==> config.mk <==
export PLATFORM = sky130hd
export DESIGN_NAME = batt_switch_ctrl
export DESIGN_NICKNAME = d
export VERILOG_FILES = /design/src/rtl/batt_sw_pkg.sv /design/src/rtl/holdoff_timer.sv /design/src/rtl/ctrl_reg.sv /design/src/rtl/fet_drive.sv /design/src/rtl/batt_switch_ctrl.sv
export SDC_FILE = /design/constraint.sdc
export NUM_CORES = 1
export LEC_CHECK = 0
export BUFFER_PORTS_ARGS = -buffer_cell sky130_fd_sc_hd__buf_2
export CORE_MARGIN = 2
export CORE_UTILIZATION = 51
export DETAILED_ROUTE_END_ITERATION = 8
export PLACE_DENSITY = 0.73
export SLEW_MARGIN = 20
export SYNTH_ARGS = -nofsm -noshare
export SYNTH_HDL_FRONTEND = slang
export SYNTH_SLANG_ARGS = --single-unit
==> constraint.sdc <==
create_clock -name clk -period 2.2 [get_ports clk]
set_clock_uncertainty 0.1 [all_clocks]
set_input_delay 0.33 -clock clk [delete_from_list [all_inputs] [get_ports clk]]
set_output_delay 0.33 -clock clk [all_outputs]
set_load 0.01 [all_outputs]
==> src/rtl/batt_sw_pkg.sv <==
package batt_sw_pkg;
  localparam int CTRL_W = 5;
  localparam int RD_W   = CTRL_W + 1;
  localparam int N_SW   = 3;
  localparam int SW_CHG = 0;
  localparam int SW_DIS = 1;
  localparam int SW_PRE = 2;

  typedef struct packed {
    logic pwm_pre;
    logic pwm_chg;
    logic pre_off;
    logic dis_en;
    logic chg_en;
  } ctrl_t;

  localparam ctrl_t CTRL_RST = '0;
endpackage

==> src/rtl/holdoff_timer.sv <==
module holdoff_timer #(
  parameter int HOLD_TICKS = 1000
) (
  input  logic clk,
  input  logic rst,
  input  logic start,
  input  logic tick,
  output logic active
);
  localparam int CW = $clog2(HOLD_TICKS + 1);
  localparam logic [CW-1:0] LOAD = CW'(HOLD_TICKS);

  logic [CW-1:0] cnt_q;

  always_ff @(posedge clk) begin
    if (rst)
      cnt_q <= '0;
    else if (start)
      cnt_q <= LOAD;
    else if (tick && cnt_q != '0)
      cnt_q <= cnt_q - 1'b1;
  end

  assign active = (cnt_q != '0);
endmodule

==> src/rtl/ctrl_reg.sv <==
module ctrl_reg
  import batt_sw_pkg::*;
(
  input  logic              clk,
  input  logic              rst,
  input  logic              wr_en,
  input  logic [CTRL_W-1:0] wr_data,
  input  logic              pwr_off,
  input  logic              lock,
  output ctrl_t             ctrl
);
  ctrl_t ctrl_q;
  ctrl_t wr_val;

  always_comb begin
    wr_val = ctrl_t'(wr_data);
    if (lock) begin
      wr_val.chg_en = wr_val.chg_en & ctrl_q.chg_en;
      wr_val.dis_en = wr_val.dis_en & ctrl_q.dis_en;
    end
  end

  always_ff @(posedge clk) begin
    if (rst || pwr_off)
      ctrl_q <= CTRL_RST;
    else if (wr_en)
      ctrl_q <= wr_val;
  end

  assign ctrl = ctrl_q;
endmodule

==> src/rtl/fet_drive.sv <==
module fet_drive #(
  parameter bit HAS_PWM = 1'b1
) (
  input  logic clk,
  input  logic rst,
  input  logic en_req,
  input  logic prot_off,
  input  logic pwr_off,
  input  logic pwm_sel,
  input  logic pwm_in,
  output logic drv_en
);
  logic gated;
  logic nxt;

  assign gated = en_req & ~prot_off & ~pwr_off;

  generate
    if (HAS_PWM) begin : g_pwm
      assign nxt = gated & (pwm_sel ? pwm_in : 1'b1);
    end else begin : g_plain
      logic unused_sel;
      assign unused_sel = pwm_sel ^ pwm_in;
      assign nxt = gated;
    end
  endgenerate

  always_ff @(posedge clk) begin
    if (rst) drv_en <= 1'b0;
    else     drv_en <= nxt;
  end
endmodule

==> src/rtl/batt_switch_ctrl.sv <==
module batt_switch_ctrl
  import batt_sw_pkg::*;
#(
  parameter int HOLD_TICKS = 1000
) (
  input  logic              clk,
  input  logic              rst,
  input  logic              wr_en,
  input  logic [CTRL_W-1:0] wr_data,
  output logic [RD_W-1:0]   rd_data,
  input  logic              prot_chg_off,
  input  logic              prot_dis_off,
  input  logic              cur_prot_evt,
  input  logic              pwr_off,
  input  logic              pwm_in,
  input  logic              tick,
  output logic              chg_en_o,
  output logic              dis_en_o,
  output logic              pre_en_o
);
  localparam bit [N_SW-1:0] PWM_CAPABLE = 3'b101;

  ctrl_t           ctrl;
  logic            hold_active;
  logic [N_SW-1:0] req;
  logic [N_SW-1:0] prot;
  logic [N_SW-1:0] sel;
  logic [N_SW-1:0] drv;

  holdoff_timer #(.HOLD_TICKS(HOLD_TICKS)) u_timer (
    .clk    (clk),
    .rst    (rst),
    .start  (cur_prot_evt),
    .tick   (tick),
    .active (hold_active)
  );

  ctrl_reg u_reg (
    .clk     (clk),
    .rst     (rst),
    .wr_en   (wr_en),
    .wr_data (wr_data),
    .pwr_off (pwr_off),
    .lock    (hold_active),
    .ctrl    (ctrl)
  );

  assign req[SW_CHG]  = ctrl.chg_en;
  assign req[SW_DIS]  = ctrl.dis_en;
  assign req[SW_PRE]  = ~ctrl.pre_off;
  assign prot[SW_CHG] = prot_chg_off;
  assign prot[SW_DIS] = prot_dis_off;
  assign prot[SW_PRE] = 1'b0;
  assign sel[SW_CHG]  = ctrl.pwm_chg;
  assign sel[SW_DIS]  = 1'b0;
  assign sel[SW_PRE]  = ctrl.pwm_pre;

  for (genvar i = 0; i < N_SW; i++) begin : g_sw
    fet_drive #(.HAS_PWM(PWM_CAPABLE[i])) u_drv (
      .clk      (clk),
      .rst      (rst),
      .en_req   (req[i]),
      .prot_off (prot[i]),
      .pwr_off  (pwr_off),
      .pwm_sel  (sel[i]),
      .pwm_in   (pwm_in),
      .drv_en   (drv[i])
    );
  end

  assign chg_en_o = drv[SW_CHG];
  assign dis_en_o = drv[SW_DIS];
  assign pre_en_o = drv[SW_PRE];
  assign rd_data  = {hold_active, ctrl};
endmodule

### Word level (Yosys, flattened, before mapping)

Index checks and enable logic that the tools add are counted.

* add/subtract/negate cells: 1
* $mul: 0
* div/mod/pow operators: 0
* $lt $le $gt $ge: 0
* equal/unequal tests: 0
* shift operators: 0
* mux-type cells: 5
* bitwise logic cells: 13
* reductions and logical operators: 5

Operator list (number)
* $mux 10: 2
* $reduce_bool 10->1: 1
* $sub 10x1->10 const B: 1
* $and 1x1->1: 9
* $not 1->1: 4
* $mux 1: 2
* $mux 2: 1
* $reduce_bool 2->1: 1
* $reduce_or 2->1: 1
* $logic_and 1x1->1: 1
* $logic_or 1x1->1: 1

* register bits after elaboration: 18
* latch bits: 0
* RAM bits: 0
* bits in read-only memories: 0
* bits of input ports: 14
* memories kept: 0

### Logic depth before layout (Yosys ltp)

* depth after elaboration: 4
* depth in mapped cells: 5

### Cells and area by module

Synthesis repeated with hierarchy kept, for this count alone.

* cell total of the unflattened synthesis: 93
* area total of the unflattened synthesis: 868.3 um2

By module, submodules not included
* holdoff_timer: instances 1, cells each 63, area an instance 553.0 um2, seq. area each 200.2 um2
* ctrl_reg: instances 1, cells each 17, area an instance 187.7 um2, seq. area each 100.1 um2
* fet_drive at g_sw[0].u_drv ...: instances 2, cells each 4, area an instance 38.8 um2, seq. area each 20.0 um2
* fet_drive at g_sw[1].u_drv: instances 1, cells each 2, area an instance 35.0 um2, seq. area each 20.0 um2
* batt_switch_ctrl: instances 1, cells each 3, area an instance 15.0 um2, seq. area each 0.0 um2

### Least setup slack after synthesis

No wires, ideal clock.

* kind: register to register
* start: reg u_timer.cnt_q[0]
* end: reg u_timer.cnt_q[0]
* library setup time: 0.072 ns
* arrival time: 1.649 ns
* data required time: 2.028 ns
* setup slack: 0.379 ns
* cell stages (with the launch flop): 6
* path buffers: 0
* path through: dfxtp_1 inv_1 ha_1 or3b_2 o31ai_1 mux2i_1

* longest elaborated chain between the ends: 2
* elaborated cells between the ends (all ways): 3
* classes of those cells: add/sub (1); reduce/logical (2)

Ends and longest elaborated chain
* start, declared: RTL line holdoff_timer.sv:13 `logic [CW-1:0] cnt_q;`
* start signal, assigned: RTL line holdoff_timer.sv:21 `cnt_q <= cnt_q - 1'b1;`
* branches (longest 2 deep; another with $sub 10x1->10)

Several ways; the timed one is not identified.
A chain may end at the register's enable or synchronous reset.

### Final worst setup path

* start: reg u_timer.cnt_q[0]
* end: out rd_data[5]

* longest elaborated chain between the ends: 1

Ends and longest elaborated chain
* $reduce_bool 10->1: RTL line holdoff_timer.sv:24 `assign active = (cnt_q != '0);`
* end, declared: RTL line batt_switch_ctrl.sv:10 `output logic [RD_W-1:0] rd_data,`

No other way between the ends.

==> results by group <==
Status
  – Outcome: completed

GRT
  – Met3 GRT Util: 3.922%
  – Vias in the first global route: 705
  – Grt met2 use: 32.22%
  – GRT busiest layer: met2
  – First-pass GRT wire length: 3.063 mm
  – Pin count of the biggest net entering global routing: 11
  – Global Route Usage Sum: 20.05%
  – Initial antenna violation count: 0
  – Met1 usage: 24.17%
  – GRT Residual Overflow: 0

Logic synthesis
  – Synth warn: 0
  – Count leader, synth: dfxtp_1
  – Share of flip-flops with an asynchronous set or reset: 0%
  – Cell area after synthesis: 924.6 um^2
  – Post-synth EDFFs: 0
  – Number of library cell types mapped by synthesis: 38
  – Synth area leader: dfxtp_1
  – Main synth FF type: dfxtp_1
  – Syn Inst Count: 105
  – Sequential share of the synthesized area: 38.97%
  – Mean Syn Cell Area: 8.806 um^2
  – Synth top area cells: dfxtp_1 (39%), mux2i_1 (6.5%), buf_4 (4.1%)
  – Yosys reg bits: 18
  – Post-synth top cells: dfxtp_1 (18), nor2_1 (10), inv_1 (8)
  – Syn nets: 121
  – Post-synth top area share: 38.97%

Layout
  – Layout net count: 140
  – Largest register FFs: 10
  – Area Overhead vs Synth: 15.29%
  – Layout filler cell count: 157
  – Final Util: 62.42%
  – Finished Cell Area: 1066 um^2
  – Finished Layout Cells: 148
  – Share of cells above drive strength 1: 27.64%
  – Multi-input logic area: 483.0 um^2
  – # diodes: 0
  – Seq. cell area: 360.3 um^2

Floorplanning
  – Rows: 15
  – Die Ht: 46.58 um
  – Die Footprint: 2170 um^2
  – Initial Utilization: 54.14%
  – Die X: 46.58 um
  – Core area: 1708 um^2
  – Top Ports: 23

Clocking
  – CTS resizes: 0
  – Number of CTS-inserted buffers: 3
  – Hold-fix buffers, CTS: 0
  – CTS Root Cell: clkbuf_4
  – CTS clk-pin slew, worst paths: 110 ps
  – Latest clock arrival within the worst-skew pair: 310 ps
  – Post-CTS Setup Bufs: 0
  – Clock sinks: 18
  – Longest Clk Path Bufs: 2
  – CTS HTree Levels: 1
  – CTS tree: yes

Worst hold path
  – Worst Min Path Start: prot_dis_off
  – Hold crit path type: in -> reg
  – Worst hold stages: 2
  – Endpoint, Worst Hold: g_sw[1].u_drv.drv_en

Timing
  – Total negative setup slack: 0 ps
  – Slew @ Worst Pin: 487.5 ps
  – Unrepaired setup endpoints after global routing: false
  – Hold Fails Final Rpt: 0
  – Final period utilization: 90.66%
  – Max-slew violations: 0
  – # setup viols final: 0
  – Period minus WS final: 1995 ps
  – Fmax: 501.4 MHz
  – Relative slew slack: 67.43%

Power and ir drop
  – Worst ir drop on vdd: 0.3232 mV
  – Clock Power Share: 29.7%
  – LEAKAGE: 0.4498 nW
  – Int Pwr: 506.2 uW
  – PwrDens: 668.7 nW/um^2
  – Switching Share: 28.99%
  – Power, Total: 712.8 uW
  – Gate power share: 19.4%
  – Sw Pwr: 206.6 uW
  – Seq pwr share: 50.9%

Critical path
  – Worst Path Buf+Inv: 3
  – Crit path DAT: 1560 ps
  – R2R cell count: 5
  – Crit-path max FO: 6
  – Worst Path Class, Setup: reg -> out
  – RR Startpoint: u_timer.cnt_q[0]
  – Slowest library cell on the worst path: dfxtp_1
  – R2r setup slk: 220 ps
  – Critical Path Max Stage Delay: 340 ps
  – CP endpoint kind: output pin
  – Critical path data required time: 1770 ps
  – Worst path cell trace: inv_1 -> ha_1 -> nor3b_1 -> buf_4 -> nand3_1 -> buf_2
  – Reg-to-Reg End: u_timer.cnt_q[1]
  – Crit path max-delay family: buffers and inverters
  – Startpoint types: register

Placed design
  – Placed inst area: 1023 um^2
  – Gpl congestion: 0.8746
  – Placed cell count: 144
  – I/O Buffers: 22
  – Post-DP HPWL: 1.504 mm

Routing
  – DR iter-0 viols: 24
  – Detail Route Antenna Nets: 0
  – DR DRC count: 0
  – Routed wire length: 2.015 mm
  – Vias: 865
  – Router iterations before antenna repair: 4
  – Drt via density: 5.845
  – Routed wire length per instance: 13.61 um

Flow run
  – Max_cap viols: 0
## worst max-delay path by stage
stage,depth (start not counted),startpoint,endpoint
6_report,6,u_timer.cnt_q[0],rd_data[5]
5_1_grt,5,u_timer.cnt_q[0],u_timer.cnt_q[0]
4_1_cts,4,u_timer.cnt_q[4],rd_data[5]
3_5_place_dp,5,u_timer.cnt_q[0],u_timer.cnt_q[1]
3_3_place_gp,5,u_timer.cnt_q[0],u_timer.cnt_q[1]
2_1_floorplan,5,u_timer.cnt_q[0],u_timer.cnt_q[0]
## power groups by stage
stage / Sequential (mW) / Combinational, mW / Clock, mW
after floorplan: 0.364 / 0.0972 / 0
after global placement: 0.367 / 0.131 / 0
after detailed placement: 0.368 / 0.135 / 0
after CTS: 0.361 / 0.136 / 0.211
after global routing: 0.365 / 0.153 / 0.226
final: 0.363 / 0.138 / 0.212
## kinds of logic (layout without fill, tap and decap cells)
family / Yosys count / after routing / synth area share, %
and+or+nand+nor: 37 / 37 / 22.46
AOI/OAI and AO/OA: 24 / 24 / 19.89
DFF: 18 / 18 / 38.97
buffers and inverters: 18 / 36 / 9.472
muxes: 6 / 6 / 6.496
adders and majority gates: 2 / 2 / 2.706
## layer usage
layer	vias up	part of all wire [%]	wire, um
met4	0	2.3	46
met5	-	0	0
li1	418	-	-
met2	42	46	923
met3	8	8.0	162
met1	397	44	883
## layout by cell type, fill, tap and decap left out
| master | netlist | final |
|---|---|---|
| ha_1 | 2 | 2 |
| nand2_1 | 4 | 4 |
| a221oi_1 | 2 | 2 |
| o2111a_1 | 1 | 1 |
| inv_1 | 8 | 8 |
| a311oi_1 | 1 | 1 |
| clkbuf_8 | 0 | 1 |
| nand2b_1 | 1 | 1 |
| a31oi_1 | 4 | 4 |
| or3b_2 | 2 | 2 |
| buf_4 | 5 | 2 |
| a2111oi_0 | 2 | 2 |
| a211oi_1 | 3 | 3 |
| o21ai_0 | 2 | 2 |
| a21oi_1 | 1 | 1 |
| nand3_1 | 1 | 1 |
| mux2i_1 | 6 | 6 |
| o21a_1 | 1 | 1 |
| or4_1 | 2 | 2 |
| nand4_1 | 2 | 2 |
| nor3b_1 | 2 | 2 |
| nand3b_1 | 1 | 1 |
| nor2b_1 | 2 | 2 |
| buf_2 | 0 | 22 |
| or4bb_1 | 1 | 1 |
| nor3_1 | 3 | 3 |
| clkbuf_4 | 0 | 3 |
| o31ai_1 | 1 | 1 |
| or3_1 | 2 | 2 |
| nor4_2 | 0 | 1 |
| nor2_1 | 10 | 10 |
| o211ai_1 | 2 | 2 |
| a21boi_0 | 1 | 1 |
| o41ai_1 | 1 | 1 |
| or2_2 | 3 | 3 |
| dfxtp_1 | 18 | 18 |
| a211o_1 | 1 | 1 |
| o41a_1 | 1 | 1 |
## cell type report
class                      instances  share of cell area (%)
multi-input combinational         69                   45.31
tap                               25                   2.934
sequential                        18                   33.80
clock buffer                       4                   3.404
timing repair buffer              24                   11.74
inverter                           8                   2.817
## stage by stage
step           setup slack [ps]  hold slack, ps
4_1_cts                   67.01           79.74
3_5_place_dp              242.5           328.2
6_report                  205.4           71.58
3_3_place_gp              315.7           321.5
5_1_grt                   81.34           72.06
2_1_floorplan             379.2           306.8
No activity file was read; power rests on OpenSTA's default activity.
